**config.mk**
```make
export PLATFORM = sky130hd
export DESIGN_NAME = uart_fifo_regs
export DESIGN_NICKNAME = d
export VERILOG_FILES = /design/src/rtl/urf_pkg.sv /design/src/rtl/urf_cfg_regs.sv /design/src/rtl/urf_status_flags.sv /design/src/rtl/urf_read_port.sv /design/src/rtl/uart_fifo_regs.sv
export SDC_FILE = /design/constraint.sdc
export NUM_CORES = 1
export LEC_CHECK = 0
export BUFFER_PORTS_ARGS = -buffer_cell sky130_fd_sc_hd__buf_2
export CAP_MARGIN = 40
export CORE_UTILIZATION = 50
export CTS_CLUSTER_SIZE = 40
export DETAILED_ROUTE_END_ITERATION = 8
export PLACE_DENSITY_LB_ADDON = 0.05
export SYNTH_ARGS = -nofsm -noshare
export SYNTH_HDL_FRONTEND = slang
export SYNTH_SLANG_ARGS = --single-unit
```
**constraint.sdc**
```tcl
create_clock -name clk -period 3 [get_ports clk]
set_input_delay 0.3 -clock clk [delete_from_list [all_inputs] [get_ports clk]]
set_output_delay 0.3 -clock clk [all_outputs]
set_load 0.03 [all_outputs]
```
**src/rtl/urf_pkg.sv**
```systemverilog
package urf_pkg;
  localparam int ADDR_W = 6;
  localparam int DATA_W = 16;
  localparam int BYTE_W = 8;
  localparam int CNT_W  = 5;

  localparam logic [ADDR_W-1:0] OFS_MODE  = 6'h00;
  localparam logic [ADDR_W-1:0] OFS_RATE  = 6'h04;
  localparam logic [ADDR_W-1:0] OFS_CTRL  = 6'h08;
  localparam logic [ADDR_W-1:0] OFS_TXD   = 6'h0C;
  localparam logic [ADDR_W-1:0] OFS_STAT  = 6'h10;
  localparam logic [ADDR_W-1:0] OFS_RXD   = 6'h14;
  localparam logic [ADDR_W-1:0] OFS_FIFO  = 6'h18;
  localparam logic [ADDR_W-1:0] OFS_RXCNT = 6'h1C;
  localparam logic [ADDR_W-1:0] OFS_PORT  = 6'h20;

  localparam logic [BYTE_W-1:0] MASK_MODE = 8'h7B;
  localparam logic [BYTE_W-1:0] MASK_CTRL = 8'hFA;
  localparam logic [BYTE_W-1:0] MASK_PORT = 8'hF3;

  localparam logic [BYTE_W-1:0] RST_RATE = 8'hFF;
  localparam logic [BYTE_W-1:0] RST_CTRL = 8'h20;

  // control bit positions
  localparam int CB_TXIE = 7;
  localparam int CB_RXIE = 6;
  localparam int CB_TXEN = 5;

  // status bit positions
  localparam int SB_TEND = 6;
  localparam int SB_TDE  = 5;
  localparam int SB_BRK  = 4;
  localparam int SB_RDF  = 1;
  localparam int SB_DR   = 0;

  typedef struct packed {
    logic tend;
    logic tde;
    logic brk;
    logic rdf;
    logic dr;
  } flags_t;
endpackage

```
**src/rtl/urf_cfg_regs.sv**
```systemverilog
module urf_cfg_regs
  import urf_pkg::*;
#(
  parameter int AW = ADDR_W,
  parameter int DW = DATA_W,
  parameter int BW = BYTE_W
) (
  input  logic          clk,
  input  logic          rst,
  input  logic          wr_en,
  input  logic [AW-1:0] addr,
  input  logic [DW-1:0] wdata,
  output logic [BW-1:0] mode_q,
  output logic [BW-1:0] rate_q,
  output logic [BW-1:0] ctrl_q,
  output logic [DW-1:0] fifo_q,
  output logic [BW-1:0] port_q
);
  logic [BW-1:0] wbyte;
  assign wbyte = wdata[BW-1:0];

  always_ff @(posedge clk) begin
    if (rst) begin
      mode_q <= '0;
      rate_q <= RST_RATE;
      ctrl_q <= RST_CTRL;
      fifo_q <= '0;
      port_q <= '0;
    end else if (wr_en) begin
      case (addr)
        OFS_MODE: mode_q <= wbyte & MASK_MODE;
        OFS_RATE: rate_q <= wbyte;
        OFS_CTRL: ctrl_q <= wbyte & MASK_CTRL;
        OFS_FIFO: fifo_q <= wdata;
        OFS_PORT: port_q <= wbyte & MASK_PORT;
        default: ;
      endcase
    end
  end
endmodule

```
**src/rtl/urf_status_flags.sv**
```systemverilog
module urf_status_flags
  import urf_pkg::*;
#(
  parameter int BW = BYTE_W
) (
  input  logic          clk,
  input  logic          rst,
  input  logic          stat_wr,
  input  logic          stat_rd,
  input  logic          ctrl_wr,
  input  logic          txd_wr,
  input  logic [BW-1:0] wbyte,
  input  logic          tx_en,
  input  logic          rx_ie,
  input  logic          rdf_set,
  input  logic          dr_set,
  input  logic          brk_set,
  output flags_t        flags_q,
  output logic          rx_irq_q
);
  flags_t nxt;
  logic   irq_nxt;

  always_comb begin
    nxt = flags_q;
    if (stat_wr) begin
      if (!wbyte[SB_TEND]) nxt.tend = 1'b0;
      if (!wbyte[SB_TDE])  nxt.tde  = 1'b0;
      if (!wbyte[SB_BRK])  nxt.brk  = 1'b0;
      if (!wbyte[SB_RDF])  nxt.rdf  = 1'b0;
      if (!wbyte[SB_DR])   nxt.dr   = 1'b0;
    end
    if (txd_wr) nxt.tde = 1'b0;
    if (ctrl_wr && !wbyte[CB_TXEN]) nxt.tend = 1'b0 | 1'b1;
    if (stat_rd && tx_en) begin
      nxt.tde  = 1'b1;
      nxt.tend = 1'b1;
    end
    // set pulses win over clearing writes
    if (rdf_set) nxt.rdf = 1'b1;
    if (dr_set)  nxt.dr  = 1'b1;
    if (brk_set) nxt.brk = 1'b1;
  end

  always_comb begin
    irq_nxt = rx_irq_q;
    if (stat_wr && (!wbyte[SB_RDF] || !wbyte[SB_DR])) irq_nxt = 1'b0;
    if (ctrl_wr && !wbyte[CB_RXIE]) irq_nxt = 1'b0;
    if (rdf_set && rx_ie) irq_nxt = 1'b1;
  end

  always_ff @(posedge clk) begin
    if (rst) begin
      flags_q  <= '{tend: 1'b1, tde: 1'b1, brk: 1'b0, rdf: 1'b0, dr: 1'b0};
      rx_irq_q <= 1'b0;
    end else begin
      flags_q  <= nxt;
      rx_irq_q <= irq_nxt;
    end
  end
endmodule

```
**src/rtl/urf_read_port.sv**
```systemverilog
module urf_read_port
  import urf_pkg::*;
#(
  parameter int AW = ADDR_W,
  parameter int DW = DATA_W,
  parameter int BW = BYTE_W,
  parameter int CW = CNT_W
) (
  input  logic          clk,
  input  logic          rst,
  input  logic          rd_en,
  input  logic [AW-1:0] addr,
  input  logic [BW-1:0] mode_q,
  input  logic [BW-1:0] rate_q,
  input  logic [BW-1:0] ctrl_q,
  input  logic [DW-1:0] fifo_q,
  input  logic [BW-1:0] port_q,
  input  logic [BW-1:0] stat_img,
  input  logic [BW-1:0] rx_data,
  input  logic [CW-1:0] rx_count,
  output logic [DW-1:0] rdata_q,
  output logic          pop_q
);
  logic [DW-1:0] sel;

  always_comb begin
    sel = '0;
    case (addr)
      OFS_MODE:  sel = DW'(mode_q);
      OFS_RATE:  sel = DW'(rate_q);
      OFS_CTRL:  sel = DW'(ctrl_q);
      OFS_STAT:  sel = DW'(stat_img);
      OFS_RXD:   sel = DW'(rx_data);
      OFS_FIFO:  sel = fifo_q;
      OFS_RXCNT: sel = DW'(rx_count);
      OFS_PORT:  sel = DW'(port_q);
      default:   sel = '0;
    endcase
  end

  always_ff @(posedge clk) begin
    if (rst) begin
      rdata_q <= '0;
      pop_q   <= 1'b0;
    end else begin
      pop_q <= rd_en && (addr == OFS_RXD);
      if (rd_en) rdata_q <= sel;
      else       rdata_q <= '0;
    end
  end
endmodule

```
**src/rtl/uart_fifo_regs.sv**
```systemverilog
module uart_fifo_regs
  import urf_pkg::*;
#(
  parameter int AW = ADDR_W,
  parameter int DW = DATA_W,
  parameter int BW = BYTE_W,
  parameter int CW = CNT_W
) (
  input  logic          clk,
  input  logic          rst,
  input  logic [AW-1:0] bus_addr,
  input  logic          bus_we,
  input  logic [DW-1:0] bus_wdata,
  input  logic          bus_re,
  output logic [DW-1:0] bus_rdata,
  input  logic [BW-1:0] rx_data_in,
  input  logic [CW-1:0] rx_count_in,
  output logic          rx_pop,
  input  logic          rdf_set,
  input  logic          dr_set,
  input  logic          brk_set,
  output logic          tx_strobe,
  output logic [BW-1:0] tx_byte,
  output logic          tx_irq,
  output logic          rx_irq
);
  logic [BW-1:0] mode_q, rate_q, ctrl_q, port_q;
  logic [DW-1:0] fifo_q;
  flags_t        flags_q;
  logic [BW-1:0] stat_img;
  logic          stat_wr, stat_rd, ctrl_wr, txd_wr;

  assign stat_wr = bus_we && (bus_addr == OFS_STAT);
  assign stat_rd = bus_re && (bus_addr == OFS_STAT);
  assign ctrl_wr = bus_we && (bus_addr == OFS_CTRL);
  assign txd_wr  = bus_we && (bus_addr == OFS_TXD);

  always_comb begin
    stat_img          = '0;
    stat_img[SB_TEND] = flags_q.tend;
    stat_img[SB_TDE]  = flags_q.tde;
    stat_img[SB_BRK]  = flags_q.brk;
    stat_img[SB_RDF]  = flags_q.rdf;
    stat_img[SB_DR]   = flags_q.dr;
  end

  urf_cfg_regs #(.AW(AW), .DW(DW), .BW(BW)) u_cfg (
    .clk(clk), .rst(rst), .wr_en(bus_we), .addr(bus_addr), .wdata(bus_wdata),
    .mode_q(mode_q), .rate_q(rate_q), .ctrl_q(ctrl_q), .fifo_q(fifo_q),
    .port_q(port_q)
  );

  urf_status_flags #(.BW(BW)) u_flags (
    .clk(clk), .rst(rst), .stat_wr(stat_wr), .stat_rd(stat_rd),
    .ctrl_wr(ctrl_wr), .txd_wr(txd_wr), .wbyte(bus_wdata[BW-1:0]),
    .tx_en(ctrl_q[CB_TXEN]), .rx_ie(ctrl_q[CB_RXIE]),
    .rdf_set(rdf_set), .dr_set(dr_set), .brk_set(brk_set),
    .flags_q(flags_q), .rx_irq_q(rx_irq)
  );

  urf_read_port #(.AW(AW), .DW(DW), .BW(BW), .CW(CW)) u_rd (
    .clk(clk), .rst(rst), .rd_en(bus_re), .addr(bus_addr),
    .mode_q(mode_q), .rate_q(rate_q), .ctrl_q(ctrl_q), .fifo_q(fifo_q),
    .port_q(port_q), .stat_img(stat_img), .rx_data(rx_data_in),
    .rx_count(rx_count_in), .rdata_q(bus_rdata), .pop_q(rx_pop)
  );

  always_ff @(posedge clk) begin
    if (rst) begin
      tx_strobe <= 1'b0;
      tx_byte   <= '0;
    end else begin
      tx_strobe <= txd_wr;
      if (txd_wr) tx_byte <= bus_wdata[BW-1:0];
    end
  end

  assign tx_irq = ctrl_q[CB_TXIE];
endmodule

```
Word-level counts from Yosys, hierarchy flattened
Index checks and enable logic that the tools add are counted.
{"block": "classes", "reduce_logical": 34, "eq_ne": 12, "bitwise": 2, "mux": 13}
{"operator": "$pmux W16 S8", "n": 1}
{"operator": "$eq A6 B5 Y1 const B", "n": 4}
{"operator": "$reduce_and A2 Y1", "n": 10}
{"operator": "$eq A6 B4 Y1 const B", "n": 2}
{"operator": "$mux W1", "n": 11}
{"operator": "$logic_and A1 B1 Y1", "n": 10}
{"operator": "$ne A2 B1 Y1 const B", "n": 4}
{"operator": "$reduce_bool A2 Y1", "n": 4}
{"operator": "$eq A6 B3 Y1 const B", "n": 1}
{"operator": "$eq A6 B6 Y1 const B", "n": 1}
{"operator": "$logic_not A6 Y1", "n": 1}
{"operator": "$logic_not A1 Y1", "n": 4}
{"operator": "$mux W4", "n": 1}
{"operator": "$reduce_or A2 Y1", "n": 2}
{"operator": "$reduce_bool A3 Y1", "n": 1}
{"operator": "$reduce_or A3 Y1", "n": 1}
{"operator": "$not A1 Y1", "n": 2}
{"operator": "$logic_or A1 B1 Y1", "n": 1}
{"block": "totals", "regBits": 74, "inputBits": 42, "output_inout_bits": 28, "wordCells": 76}

Depth between registers and ports, before layout
{"block": "depth", "depth_word": 6, "depth_mapped": 7}

By module
Synthesis repeated with hierarchy kept, for this count alone.
{"block": "hier_totals", "hier_cells": 351, "area_unflattened_um2": 3503.4}
{"module": "urf_cfg_regs", "cells_each": 178, "n_inst": 1, "area_per_inst_um2": 1828.0}
{"module": "urf_read_port", "cells_each": 103, "n_inst": 1, "area_per_inst_um2": 1001.0}
{"module": "uart_fifo_regs", "cells_each": 43, "n_inst": 1, "area_per_inst_um2": 444.2}
{"module": "urf_status_flags", "cells_each": 27, "n_inst": 1, "area_per_inst_um2": 230.2}

Worst setup path before layout
Ideal clock, no wire load.
{"block": "synth_timing", "path_type": "input to register", "from": "input bus_addr[5]", "to": "register u_cfg.ctrl_q[5]", "slack_ns": 1.511, "required_time_ns": 2.880, "stages": 5, "setup_time_ns": 0.120, "t_arrival_ns": 1.369, "path_buffers": 2, "cell_sequence": "buf_6 nor4_4 buf_4 nand3_4 a211o_1"}
{"block": "synth_between", "elab_chain_len": 2}
{"item": "start: declaration", "line_no": "uart_fifo_regs.sv:11", "source": "input logic [AW-1:0] bus_addr,"}
{"item": "$eq A6 B4 Y1", "line_no": "urf_cfg_regs.sv:30", "source": "case (addr)"}
{"item": "$reduce_and A2 Y1 (no line)"}
{"item": "end signal: assignment", "line_no": "urf_cfg_regs.sv:33", "source": "OFS_CTRL: ctrl_q <= wbyte & MASK_CTRL;"}
{"item": "end: declaration", "line_no": "urf_cfg_regs.sv:15", "source": "output logic [BW-1:0] ctrl_q,"}
Every way passes these cells.
A chain may end at the register's enable or synchronous reset.

Final worst setup path
{"block": "layout_timing", "from": "input bus_addr[2]", "to": "register u_cfg.fifo_q[1]"}
{"block": "layout_between", "elab_chain_len": 2}
{"item": "$eq A6 B5 Y1", "line_no": "urf_cfg_regs.sv:30"}
{"item": "$reduce_and A2 Y1 (no line)"}
{"item": "end signal: assignment", "line_no": "urf_cfg_regs.sv:34", "source": "OFS_FIFO: fifo_q <= wdata;"}
{"item": "end: declaration", "line_no": "urf_cfg_regs.sv:16", "source": "output logic [DW-1:0] fifo_q,"}
Every way passes these cells.

==> run summary <==
Post-synth top flop = dfxtp_1
DP HPWL = 4900 um
Post-CTS Setup Repair Bufs = 0
initial core utilization = 51.6%
clock latency on the worst-skew pair = 0.35 ns
buffers added on ports = 69
global route total overflow = 0
clock-pin slew on the worst setup and hold paths = 0.08 ns
FF-to-FF End = u_rd.rdata_q[1]
Worst setup startpoint = bus_addr[2]
P_leak = 1.76 nW
synth warn = 0
site row count = 28
GRT Util Overall = 24.1%
H-Tree Depth = 3
share of cells above drive strength 1 = 26.9%
minimum clock period = 1.66 ns
CP Capture Type = register
routed len/inst = 15.7 um
Critical Path End = u_cfg.fifo_q[1]
count leader, synth = dfxtp_1
Worst Path Arrival = 1.88 ns
Antenna diodes = 0
DRT Wirelength = 7100 um
fin crit share = 55.3%
IO Count = 70
clock skew = 0.0102 ns
dpl cell area = 0.00341 mm2
Vias = 2458
HP Start = bus_wdata[11]
Crit path buffers/inverters = 1
core area = 0.00592 mm2
Slew headroom = 59.4%
initial antenna violation count = 0
Yosys cell types = 36
Post-DRT Antenna Nets = 0
share of the synthesized area in the top cell type = 48.5%
pwr dens = 506 mW/mm2
clock buffer count from CTS = 9
sequential share of the synthesized area = 48.5%
EDFF count, synth = 0
syn_area_per_cell = 9.92 um2
CP delay by family, top = simple AND/OR/NAND/NOR gates
Synth Cell Area = 0.00306 mm2
Max VDD drop = 0.317 mV
root buf cell = clkbuf_8
area delta synth->final = 17.6%
Synth area leader = dfxtp_1
final setup fails = 0
Mapped Cells = 308
Worst EP required = 3.22 ns
die width = 80.2 um
Worst Tran Pin Value = 0.609 ns
Fin. Hold Viols = 0
die area = 0.00643 mm2
vias per cell = 5.45
drt first-iter violations = 179
number of synthesized register bits = 74
Die Y = 80.2 um
largest stage delay on the critical path = 0.59 ns
Num Clock Sinks = 74
fmax = 603 MHz
CTS tree = yes
Slew Viols, Final = 0
Commonest cells post-synth = dfxtp_1 (74), nor2_1 (51), mux2i_1 (43)
Finished Cell Area = 0.00359 mm2
global-route wire length before repair = 11500 um
main area contributors after synthesis = dfxtp_1 (48%), mux2i_1 (14%), nor2_1 (6.3%), a21oi_1 (2.6%), a211o_1 (2.6%)
reg2reg path depth = 3
vias in the first global route = 2253
Post-Syn Nets = 350
Crit Path Max Fanout = 18
largest net degree at the start of global routing = 58
status = finished clean
hold crit path type = in2reg
Finished Core Util = 60.7%
placed cell count = 435
total power = 1.82 mW
routability cong. = 0.825
router iterations before antenna repair = 5
crit-path cells = buf_2, and2b_1, nand3_4, mux2i_1, nor2_1
RSZ-0062 raised after global routing = false
clock tree buffer depth = 2
asr flop ratio synth = 0%
max cap viols = 0
DR DRC count = 0
Critical Path Start Type = input pin
WS Path Type = in2reg
final std cells w/o fill = 451
WP depth = 5
Slowest-stage cell, CP = and2b_1
post-cts hold buffer count = 0
flop2flop setup slack = 1.78 ns
TNS Setup = 0 ns
post_cts resized = 0
Worst R2R Start = u_cfg.fifo_q[1]
Final #Nets = 413
## cells in the final DEF, fill, tap and decap left out
| master | n |
|---|---|
| mux4_2 | 3 |
| o2bb2ai_1 | 5 |
| a41oi_1 | 1 |
| a211o_1 | 9 |
| nor4b_4 | 1 |
| nand3_1 | 8 |
| buf_4 | 5 |
| nand3_4 | 2 |
| a32oi_1 | 1 |
| nand2_1 | 14 |
| nor2_1 | 51 |
| nand3_2 | 2 |
| a21oi_1 | 16 |
| o22ai_1 | 1 |
| nor4_4 | 1 |
| nand3b_1 | 1 |
| a22oi_1 | 5 |
| dfxtp_1 | 74 |
| o211ai_1 | 2 |
| nor2b_1 | 3 |
| and2b_1 | 1 |
| clkinv_4 | 2 |
| nand4_1 | 2 |
| a2bb2oi_1 | 2 |
| nor3_1 | 1 |
| a22o_1 | 6 |
| mux2_2 | 2 |
| clkinv_2 | 2 |
| buf_2 | 69 |
| o41ai_1 | 1 |
| and2_1 | 8 |
| o21a_1 | 1 |
| o21ai_0 | 4 |
| mux2i_1 | 43 |
| clkbuf_8 | 10 |
| inv_1 | 12 |
| clkinvlp_4 | 2 |
| and3_1 | 3 |
## worst reg2reg max path: cells and delay by family (launching register included)
kind	cells	cell delay (ns)
multiplexers	1	0.46
flip-flops	1	0.33
AO/OA/AOI/OAI	2	0.31
## report_power, final
part	internal [mW]	switching (mW)
Clock	0.322	0.373
Sequential	0.988	0.00354
Combinational	0.0525	0.0793
Total	1.36	0.456
## per-layer routing
layer	routed length (um)	vias to the layer above	global-route usage, %
met1	3380	1166	33.0
met5	0	-	0
met4	109	0	10.2
met2	3230	90	37.4
met3	383	9	4.09
li1	-	1193	-
## per-stage QoR
step	setup slack (ns)	hold WS (ns)
final	1.34	0.177
after global routing	1.18	0.175
after CTS	1.36	0.166
after detailed placement	0.990	0.443
after global placement	1.03	0.437
after floorplan	1.51	0.429
## area by class of cell
class | instances | area [um2]
fillers | 523 | 2330
flip-flops and latches | 74 | 1480
multi-input cells | 200 | 1410
repair buffers | 74 | 383
clock buffers | 10 | 138
well taps | 75 | 93.8
inverters | 12 | 45.0
clock inverters | 6 | 42.5
## worst min-delay path by stage
| stage | endpoint | slack, ns | cells after the start |
|---|---|---|---|
| 5_1_grt | u_cfg.fifo_q[15] | 0.17 | 3 |
| 3_5_place_dp | u_rd.rdata_q[12] | 0.44 | 1 |
| 3_3_place_gp | u_rd.rdata_q[11] | 0.44 | 1 |
| 6_report | u_cfg.fifo_q[11] | 0.18 | 3 |
| 4_1_cts | u_cfg.fifo_q[11] | 0.17 | 3 |
| 2_1_floorplan | u_flags.flags_q[0] | 0.43 | 2 |
## sequential cells by signal, summed over array words and instances, names as in the netlist, 5 cells and up
| name | count |
|---|---|
| u_rd.rdata_q | 16 |
| u_cfg.port_q | 6 |
| u_cfg.mode_q | 6 |
| u_cfg.fifo_q | 16 |
| u_flags.flags_q | 5 |
| u_cfg.rate_q | 8 |
| tx_byte | 8 |
| u_cfg.ctrl_q | 6 |
## cells by family after synthesis
family / count (synthesis) / share of synthesized area (%)
DFF: 74 / 48.5
buffers and inverters: 34 / 5.36
muxes: 48 / 17.0
and+or+nand+nor: 98 / 16.5
AOI/OAI and AO/OA: 54 / 12.6
Power figures use the tool's default switching activity.
